File: config.mk
export PLATFORM = sky130hd
export DESIGN_NAME = pt_walker
export DESIGN_NICKNAME = d
export VERILOG_FILES = /design/src/rtl/pw_pkg.sv /design/src/rtl/pw_addr_gen.sv /design/src/rtl/pw_entry_check.sv /design/src/rtl/pt_walker.sv
export SDC_FILE = /design/constraint.sdc
export NUM_CORES = 1
export LEC_CHECK = 0
export BUFFER_PORTS_ARGS = -buffer_cell sky130_fd_sc_hd__buf_4
export CAP_MARGIN = 25
export CORE_MARGIN = 8
export CORE_UTILIZATION = 40
export CTS_CLUSTER_SIZE = 10
export DETAILED_ROUTE_END_ITERATION = 16
export GPL_TIMING_DRIVEN = 0
export SETUP_SLACK_MARGIN = 0.05
export SLEW_MARGIN = 10
export SYNTH_ARGS = -nofsm -noshare
export SYNTH_HDL_FRONTEND = slang
export SYNTH_SLANG_ARGS = --single-unit
File: constraint.sdc
create_clock -name clk -period 2.4 [get_ports clk]
set_clock_uncertainty 0.2 [all_clocks]
set_input_delay 0.48 -clock clk [delete_from_list [all_inputs] [get_ports clk]]
set_output_delay 0.48 -clock clk [all_outputs]
set_load 0.01 [all_outputs]
File: src/rtl/pw_pkg.sv
// Package pw_pkg
// Purpose : shared geometry, entry bit positions, state encoding and the
//           write-back rule for page walk entries.
// Assumes : 32-bit linear and physical addresses, 4 KB frames, 4-byte entries.
package pw_pkg;
    localparam int unsigned ADDR_W  = 32;
    localparam int unsigned OFF_W   = 12;
    localparam int unsigned IDX_W   = 10;
    localparam int unsigned FRAME_W = ADDR_W - OFF_W;
    localparam int unsigned BIG_LSB = OFF_W + IDX_W;

    localparam int unsigned EB_PRESENT = 0;
    localparam int unsigned EB_WRITE   = 1;
    localparam int unsigned EB_USER    = 2;
    localparam int unsigned EB_ACC     = 5;
    localparam int unsigned EB_DIRTY   = 6;
    localparam int unsigned EB_LARGE   = 7;

    typedef enum logic [2:0] {
        ST_IDLE,
        ST_RD_DIR,
        ST_RD_TBL,
        ST_WR_DIR,
        ST_WR_TBL,
        ST_FIN
    } pw_state_e;

    // True when the entry must be rewritten for this access kind.
    function automatic logic ent_needs_wb(input logic [ADDR_W-1:0] e, input logic wr);
        return (wr && !e[EB_DIRTY]) || !e[EB_ACC];
    endfunction

    // Entry value after marking: dirty+accessed on a clean write, else accessed.
    function automatic logic [ADDR_W-1:0] ent_wb_value(input logic [ADDR_W-1:0] e, input logic wr);
        logic [ADDR_W-1:0] v;
        v = e;
        v[EB_ACC] = 1'b1;
        if (wr) v[EB_DIRTY] = 1'b1;
        return v;
    endfunction
endpackage

File: src/rtl/pw_addr_gen.sv
// Module pw_addr_gen
// Purpose : forms the entry fetch addresses and both result address shapes.
// Assumes : frames are page-aligned; entries are 4 bytes wide.
module pw_addr_gen
    import pw_pkg::*;
(
    input  logic [FRAME_W-1:0] dir_frame,
    input  logic [ADDR_W-1:0]  lin,
    input  logic [FRAME_W-1:0] tbl_frame,
    input  logic [FRAME_W-1:0] leaf_frame,
    output logic [ADDR_W-1:0]  dir_addr,
    output logic [ADDR_W-1:0]  tbl_addr,
    output logic [ADDR_W-1:0]  phys_big,
    output logic [ADDR_W-1:0]  phys_small
);
    localparam int unsigned BIG_HI_W = ADDR_W - BIG_LSB;

    // Combine frames and index fields into byte addresses.
    always_comb begin
        dir_addr   = {dir_frame, lin[ADDR_W-1:BIG_LSB], 2'b00};
        tbl_addr   = {tbl_frame, lin[BIG_LSB-1:OFF_W], 2'b00};
        phys_big   = {leaf_frame[FRAME_W-1:FRAME_W-BIG_HI_W], lin[BIG_LSB-1:0]};
        phys_small = {leaf_frame, lin[OFF_W-1:0]};
    end
endmodule

File: src/rtl/pw_entry_check.sv
// Module pw_entry_check
// Purpose : presence and protection verdict for one entry.
// Assumes : flags are entry bits {user, writable, present}.
module pw_entry_check (
    input  logic [2:0] flags,
    input  logic       wr,
    input  logic       usr,
    input  logic       wp,
    output logic       present,
    output logic       denied
);
    logic wr_ok, usr_wr_ok;

    // Apply the read/write/user permission rules.
    always_comb begin
        present   = flags[0];
        wr_ok     = flags[1] | ~wp;
        usr_wr_ok = flags[1] & flags[2];
        if (wr) denied = ~wr_ok | (usr & ~usr_wr_ok);
        else    denied = usr & ~flags[2];
    end
endmodule

File: src/rtl/pt_walker.sv
// Module pt_walker
// Purpose : two-level page table walk with large pages, accessed/dirty
//           write-back and page-fault code generation.
// Assumes : one request at a time; memory port keeps one access outstanding
//           and signals completion with mem_ack; rdata valid with mem_ack.
module pt_walker
    import pw_pkg::*;
(
    input  logic               clk,
    input  logic               rst_n,
    input  logic               req_valid,
    input  logic [ADDR_W-1:0]  req_lin,
    input  logic               req_write,
    input  logic               req_user,
    input  logic               req_debug,
    input  logic               ctl_pg_en,
    input  logic [FRAME_W-1:0] ctl_dir_frame,
    input  logic               ctl_large_en,
    input  logic               ctl_wp,
    output logic               mem_req,
    output logic               mem_we,
    output logic [ADDR_W-1:0]  mem_addr,
    output logic [ADDR_W-1:0]  mem_wdata,
    input  logic [ADDR_W-1:0]  mem_rdata,
    input  logic               mem_ack,
    output logic               done,
    output logic [ADDR_W-1:0]  phys_addr,
    output logic               fault,
    output logic [2:0]         fault_code
);
    pw_state_e          state;
    logic [ADDR_W-1:0]  lin_q, dir_q, tbl_q, phys_q;
    logic [FRAME_W-1:0] base_q;
    logic               wr_q, usr_q, dbg_q, pg_q, lpe_q, wp_q, big_q;
    logic               fault_q;
    logic [2:0]         code_q;

    logic [ADDR_W-1:0]  dir_addr, tbl_addr, phys_big, phys_small;
    logic               ent_present, ent_denied;

    pw_addr_gen u_addr (
        .dir_frame  (base_q),
        .lin        (lin_q),
        .tbl_frame  (dir_q[ADDR_W-1:OFF_W]),
        .leaf_frame (mem_rdata[ADDR_W-1:OFF_W]),
        .dir_addr   (dir_addr),
        .tbl_addr   (tbl_addr),
        .phys_big   (phys_big),
        .phys_small (phys_small)
    );

    pw_entry_check u_chk (
        .flags   (mem_rdata[EB_USER:EB_PRESENT]),
        .wr      (wr_q),
        .usr     (usr_q),
        .wp      (wp_q),
        .present (ent_present),
        .denied  (ent_denied)
    );

    // Walk sequencer: accept, fetch, judge, write back, report.
    always_ff @(posedge clk) begin
        if (!rst_n) begin
            state   <= ST_IDLE;
            lin_q   <= '0;
            base_q  <= '0;
            dir_q   <= '0;
            tbl_q   <= '0;
            phys_q  <= '0;
            wr_q    <= 1'b0;
            usr_q   <= 1'b0;
            dbg_q   <= 1'b0;
            pg_q    <= 1'b0;
            lpe_q   <= 1'b0;
            wp_q    <= 1'b0;
            big_q   <= 1'b0;
            fault_q <= 1'b0;
            code_q  <= '0;
        end else begin
            case (state)
                ST_IDLE: if (req_valid) begin
                    lin_q   <= req_lin;
                    base_q  <= ctl_dir_frame;
                    wr_q    <= req_write;
                    usr_q   <= req_user;
                    dbg_q   <= req_debug;
                    pg_q    <= ctl_pg_en;
                    lpe_q   <= ctl_large_en;
                    wp_q    <= ctl_wp;
                    big_q   <= 1'b0;
                    fault_q <= 1'b0;
                    code_q  <= '0;
                    phys_q  <= req_lin;
                    state   <= ctl_pg_en ? ST_RD_DIR : ST_FIN;
                end
                ST_RD_DIR: if (mem_ack) begin
                    dir_q <= mem_rdata;
                    if (!ent_present) begin
                        fault_q <= 1'b1;
                        code_q  <= {usr_q, wr_q, 1'b0};
                        state   <= ST_FIN;
                    end else if (mem_rdata[EB_LARGE] && lpe_q) begin
                        big_q <= 1'b1;
                        if (ent_denied) begin
                            fault_q <= 1'b1;
                            code_q  <= {usr_q, wr_q, 1'b1};
                            state   <= ST_FIN;
                        end else begin
                            phys_q <= phys_big;
                            state  <= (!dbg_q && ent_needs_wb(mem_rdata, wr_q)) ? ST_WR_DIR : ST_FIN;
                        end
                    end else begin
                        state <= ST_RD_TBL;
                    end
                end
                ST_RD_TBL: if (mem_ack) begin
                    tbl_q <= mem_rdata;
                    if (!ent_present || ent_denied) begin
                        fault_q <= 1'b1;
                        code_q  <= {usr_q, wr_q, ent_present};
                        state   <= ST_FIN;
                    end else begin
                        phys_q <= phys_small;
                        if (!dbg_q && !dir_q[EB_ACC])
                            state <= ST_WR_DIR;
                        else if (!dbg_q && ent_needs_wb(mem_rdata, wr_q))
                            state <= ST_WR_TBL;
                        else
                            state <= ST_FIN;
                    end
                end
                ST_WR_DIR: if (mem_ack) begin
                    state <= (!big_q && ent_needs_wb(tbl_q, wr_q)) ? ST_WR_TBL : ST_FIN;
                end
                ST_WR_TBL: if (mem_ack) begin
                    state <= ST_FIN;
                end
                default: state <= ST_IDLE;
            endcase
        end
    end

    // Memory master drive, decoded from the walk state.
    always_comb begin
        mem_req   = (state == ST_RD_DIR) || (state == ST_RD_TBL) ||
                    (state == ST_WR_DIR) || (state == ST_WR_TBL);
        mem_we    = (state == ST_WR_DIR) || (state == ST_WR_TBL);
        mem_addr  = ((state == ST_RD_DIR) || (state == ST_WR_DIR)) ? dir_addr : tbl_addr;
        mem_wdata = '0;
        if (state == ST_WR_DIR) mem_wdata = ent_wb_value(dir_q, wr_q & big_q);
        if (state == ST_WR_TBL) mem_wdata = ent_wb_value(tbl_q, wr_q);
    end

    // Result outputs.
    always_comb begin
        done       = (state == ST_FIN);
        phys_addr  = phys_q;
        fault      = fault_q;
        fault_code = code_q;
    end
endmodule

After elaboration in Yosys (flattened, before gate mapping)
Index checks and enable logic that the tools add are counted.
- memory bits (read-only): 0
- input bits: 94
- memories: 0
- bits in writable memories: 0
- latch bits: 0
- output and inout bits: 103
- register bits: 161
- shifts and indexed selects: 0
- bitwise logic cells: 10
- $mul: 0
- order comparisons: 0
- div/mod/pow operators: 0
- add/subtract/negate cells: 0
- mux-type cells: 49
- reduce and logical (&&, ||, !) cells: 32
- eq/ne operators: 17
- operators by type and width (operator ; count):
    2-to-1 mux 32 bit ; 10
    one-hot mux 32 bit (3 select lines) ; 1
    2-to-1 mux 3 bit ; 19
    inequality test 2 bit, second input constant ; 10
    2-to-1 mux 1 bit ; 15
    one-hot mux 3 bit (5 select lines) ; 1
    AND reduction 5 bit ; 2
    one-hot mux 3 bit (3 select lines) ; 1
    logical NOT 1 bit ; 8
    logical OR 1 bit ; 8
    AND reduction 8 bit ; 1
    AND reduction 7 bit ; 1
    == test 3 x 2 -> 1 bit, second input constant ; 2
    == test 3 bit, second input constant ; 2
    logical AND 1 bit ; 6
    inequality test 3 bit, second input constant ; 2
    AND reduction 2 bit ; 3
    AND 1 bit ; 4
    inverter 1 bit ; 4
    == test 3 x 1 -> 1 bit, second input constant ; 1
    logical NOT 3 bit ; 1
    one-hot mux 1 bit (3 select lines) ; 1
    nonzero test 3 bit ; 1
    OR 1 bit ; 2
    2 further kinds ; 2

Depth between registers and ports, before layout
- depth in word-level cells: 10
- depth in mapped cells: 8
- depth with buffers taken out: 5

Modules after synthesis
From an unflattened synthesis, not the netlist that was laid out.
- cell total of the unflattened synthesis: 1012
- area total of the unflattened synthesis: 8553.2 um2
- by module, submodules not included (module ; cells an instance ; sequential area each (um2) ; times used ; area each (um2)):
    pt_walker ; 878 ; 3223.1 ; 1 ; 7562.3
    pw_addr_gen ; 129 ; 0.0 ; 1 ; 964.7
    pw_entry_check ; 5 ; 0.0 ; 1 ; 26.3

Worst setup path after synthesis
No wires, ideal clock.
- path type: register to output
- from: register state[0]
- to: output mem_wdata[0]
- cell stages (with the launch flop): 8
- data required time: 1.720 ns
- setup slack: 0.129 ns
- data arrival time: 1.591 ns
- path through: dfxtp_1 > buf_2 > nor2b_1 > clkbuf_1 > and2_1 > clkbuf_1 > clkbuf_1 > a22o_1
- cells in the longest elaborated chain, start to end: 3
- elaborated cells between the ends (all ways): 4
- those cells by class: 2 x eq/ne; 2 x mux
- ends and longest elaborated chain (element ; line ; source):
    from (decl) ; pt_walker.sv:31 ; pw_state_e state;
    from (signal assigned) ; pt_walker.sv:94 ; state <= ctl_pg_en ? ST_RD_DIR : ST_FIN;
    from (signal assigned) ; pt_walker.sv:110 ; state <= (!dbg_q && ent_needs_wb(mem_rdata, wr_q)) ? ST_WR_DIR : ST_FIN;
    from (signal assigned) ; pt_walker.sv:133 ; state <= (!big_q && ent_needs_wb(tbl_q, wr_q)) ? ST_WR_TBL : ST_FIN;
    == test 3 x 2 -> 1 bit ; pt_walker.sv:150 ; if (state == ST_WR_DIR) mem_wdata = ent_wb_value(dir_q, wr_q & big_q);
    2-to-1 mux 32 bit ; pt_walker.sv:150 ;
    2-to-1 mux 32 bit * ; pt_walker.sv:151 ; if (state == ST_WR_TBL) mem_wdata = ent_wb_value(tbl_q, wr_q);
    to (decl) ; pt_walker.sv:23 ; output logic [ADDR_W-1:0] mem_wdata,
Every way passes the cells marked *; elsewhere a longest branch is shown, timed or not.

Worst setup path in the final report
- from: register state[0]
- to: output mem_wdata[28]
The elaborated chain is that of the path after synthesis.

==> summary.txt <==
Route
  • DRT Pass-1 Iters: 7
  • Post-route DRC: 0
  • Vias: 6945
  • Drt via density: 5.21
  • Total wire length: 25500 µm
  • Initial DRC count: 474
  • DR WL/cell: 19.2 µm
  • Final antenna-violating net count: 0

GRT
  • Initial antenna violation count: 0
  • Vias in the first global route: 6945
  • First-pass GRT wire length: 39800 µm
  • Largest net degree at the start of global routing: 17
  • Gr usage total: 0.217
  • GRT Residual Overflow: 0

STA
  • Unrepaired setup endpoints after global routing: true
  • PnR worst setup slack: -128 ps
  • # setup viols final: 62
  • Pins over their slew limit: 0
  • Hold Violations, Final: 0
  • Maximum clock rate: 396 MHz
  • Final min period: 2530 ps
  • Share of the clock period used by the worst path after layout: 1.05
  • Hold_ws: 104 ps
  • TNS Setup: -4400 ps
  • Worst-Margin Slew: 597 ps
  • Relative slew slack: 0.602

Power
  • Max VDD drop: 0.632 mV
  • Sw Share: 0.367
  • Combinational share of power: 0.414
  • NetSw: 3.85 mW
  • Sequential share of power: 0.337
  • Pint: 6.63 mW
  • Clock share of power: 0.249
  • Pwr/cell area: 1030 nW/µm²
  • Leakage power: 4.40 nW

Die
  • Initial Util: 0.409
  • Row count: 49
  • Core box area: 18100 µm²
  • Die footprint: 23100 µm²
  • Top Ports: 197
  • Die X: 152 µm
  • Die Ht: 152 µm

Logic synthesis
  • Post-synth ARST share: 0
  • Cell area after synthesis: 7400 µm²
  • Synth Area per Inst: 8.51 µm²
  • Fraction of the yosys area taken by sequential cells: 0.436
  • Top FF cell, synth: dfxtp_1
  • Synth Register Bits: 161
  • Cell variety after synth: 45
  • Post-synthesis cell count: 869
  • Synthesis Warnings: 0
  • EDFF count, synth: 0

CTS
  • Max Root-Sink Buffers: 2
  • TritonCTS clock tree: done
  • Clk_lat worst skew: 420 ps
  • Num Clock Sinks: 161
  • Worst-path clk slew: 60 ps
  • TritonCTS buffer count: 17
  • H-tree depth: 4
  • Root buf cell: clkbuf_16

Worst setup path
  • R2R setup slack: 80 ps
  • Max FO, Critical Path: 6
  • CP cell instances: buf_6 -> nor2b_4 -> buf_8 -> and2_4 -> clkbuf_16 -> a22o_1 -> buf_6
  • Worst Setup End Kind: primary output
  • Worst path most repeated cell: buf_6
  • Worst Path Arrival: 1850 ps
  • CP Class: flop to primary output
  • Max incr delay on CP: 320 ps
  • Worst path slowest cell: dfxtp_2
  • CP Launch Type: flop
  • WP data required: 1720 ps

Cells and area
  • Number of diodes: 0
  • Layout cells sized above 1: 0.293
  • Core Util, Final: 0.562
  • Area Overhead vs Synth: 37.4%
  • Nets@finish: 1184
  • Fill cell count: 1745

Job
  • Max cap viols: 0

Run status
  • Status: complete, but fails checks
  • Failing checks: setup timing

Min path
  • Hold Crit Class: primary input to flop

Placement
  • PortBufs: 194
  • HPWL Detailed: 19400 µm
  • GPL Wtd Cong: 0.888
==> per-stage QoR <==
stage | instances | setup slack [ps] | cell area [µm²] | total power [mW]
after floorplan | 870 | 129 | 7400 | 5.95
after global placement | 1293 | -530 | 9140 | 7.54
after detailed placement | 1293 | -484 | 9140 | 7.56
after CTS | 1331 | -149 | 10000 | 10.4
after global routing | 1332 | -179 | 10200 | 11.1
final | 1332 | -128 | 10200 | 10.5
==> cells by family after synthesis <==
logic type,after synthesis,share of synthesized area
simple gates,334,0.188
compound gates,228,0.241
flops,161,0.436
buf+inv,85,0.0492
mux,59,0.0851
xor+xnor,1,0.00118
other cells,1,0.000507
==> layer usage <==
layer | GRT usage | up-vias | wire, µm
li1 | - | 3433 | -
met1 | 0.278 | 3282 | 11600
met2 | 0.348 | 203 | 11900
met3 | 0.0638 | 27 | 1590
met4 | 0.0609 | 0 | 476
met5 | 0 | - | 0
==> what timing repair did <==
item / CTS / global route
hold buffers: 0 / 0
resized for setup: 80 / 49
setup endpoints to repair: 90 / 184
setup buffers: 4 / 1
cloned: 4 / 0
pin swaps: 6 / 9
==> synth_stat cells (5+ instances only) <==
master | count | area share
a21boi_0 | 110 | 0.11
a21boi_1 | 11 | 0.011
a22o_1 | 30 | 0.036
a22oi_1 | 12 | 0.012
and2_1 | 5 | 0.0042
buf_2 | 12 | 0.0081
clkbuf_1 | 59 | 0.030
dfxtp_1 | 161 | 0.44
mux2_2 | 31 | 0.047
mux2i_1 | 28 | 0.038
nand2_1 | 263 | 0.13
nand2b_1 | 6 | 0.0051
nand3_1 | 26 | 0.018
nand4_1 | 10 | 0.0085
nor2b_1 | 6 | 0.0051
nor3_1 | 5 | 0.0034
o211a_1 | 22 | 0.030
o21ai_0 | 5 | 0.0034
o21ai_1 | 10 | 0.0068
o2bb2ai_1 | 10 | 0.012
==> worst paths after layout <==
path                 startpoint            end  cells past startpoint
hold reg to reg   phys_addr[12]  phys_addr[12]                      2
setup reg to reg       state[0]  phys_addr[24]                      9
hold / removal     mem_rdata[8]       tbl_q[8]                      3
setup / recovery       state[0]  mem_wdata[28]                      7
==> placed cells by master, fill, tap and decap left out, drive strengths merged, types with 10 or more instances in the layout <==
cell     netlist  final
nand2        263    263
buf           22    225
dfxtp        161    161
a21boi       121    121
clkbuf        59     77
mux2          31     31
a22o          30     30
mux2i         28     28
nand3         26     26
o211a         22     22
o21ai         15     15
a22oi         12     12
o2bb2ai       10     10
nand4         10     10
==> sequential cells by signal, indices dropped and copies added (netlist names), 3 cells and up <==
signal and flops:
tbl_q 32, phys_addr 32, lin_q 32, state 3, base_q 20, fault_code 3, dir_q 32
==> area by class of cell <==
type | count | area, µm² | area share
clock inverters | 11 | 108 | 0.0106
plain buffers | 79 | 523 | 0.0514
flip-flops and latches | 161 | 3230 | 0.317
well taps | 229 | 287 | 0.0282
clock buffers | 21 | 450 | 0.0443
inverters | 4 | 15.0 | 0.00148
multi-input cells | 625 | 3900 | 0.384
repair buffers | 202 | 1660 | 0.163
==> power by group through the flow <==
| stage | registers [mW] | clock network, mW | logic (mW) |
|---|---|---|---|
| after floorplan | 3.61 | 0 | 2.34 |
| after global placement | 3.57 | 0 | 3.97 |
| after detailed placement | 3.57 | 0 | 3.99 |
| after CTS | 3.53 | 2.65 | 4.24 |
| after global routing | 3.59 | 2.76 | 4.71 |
| final | 3.53 | 2.61 | 4.34 |
==> worst max-delay path, delay by kind of cell (launching register included) <==
kind / cells / cell delay, ps
flops: 1 / 320
compound gates: 1 / 230
simple gates: 2 / 320
buf+inv: 4 / 540
(Power assumes the default switching activity.)
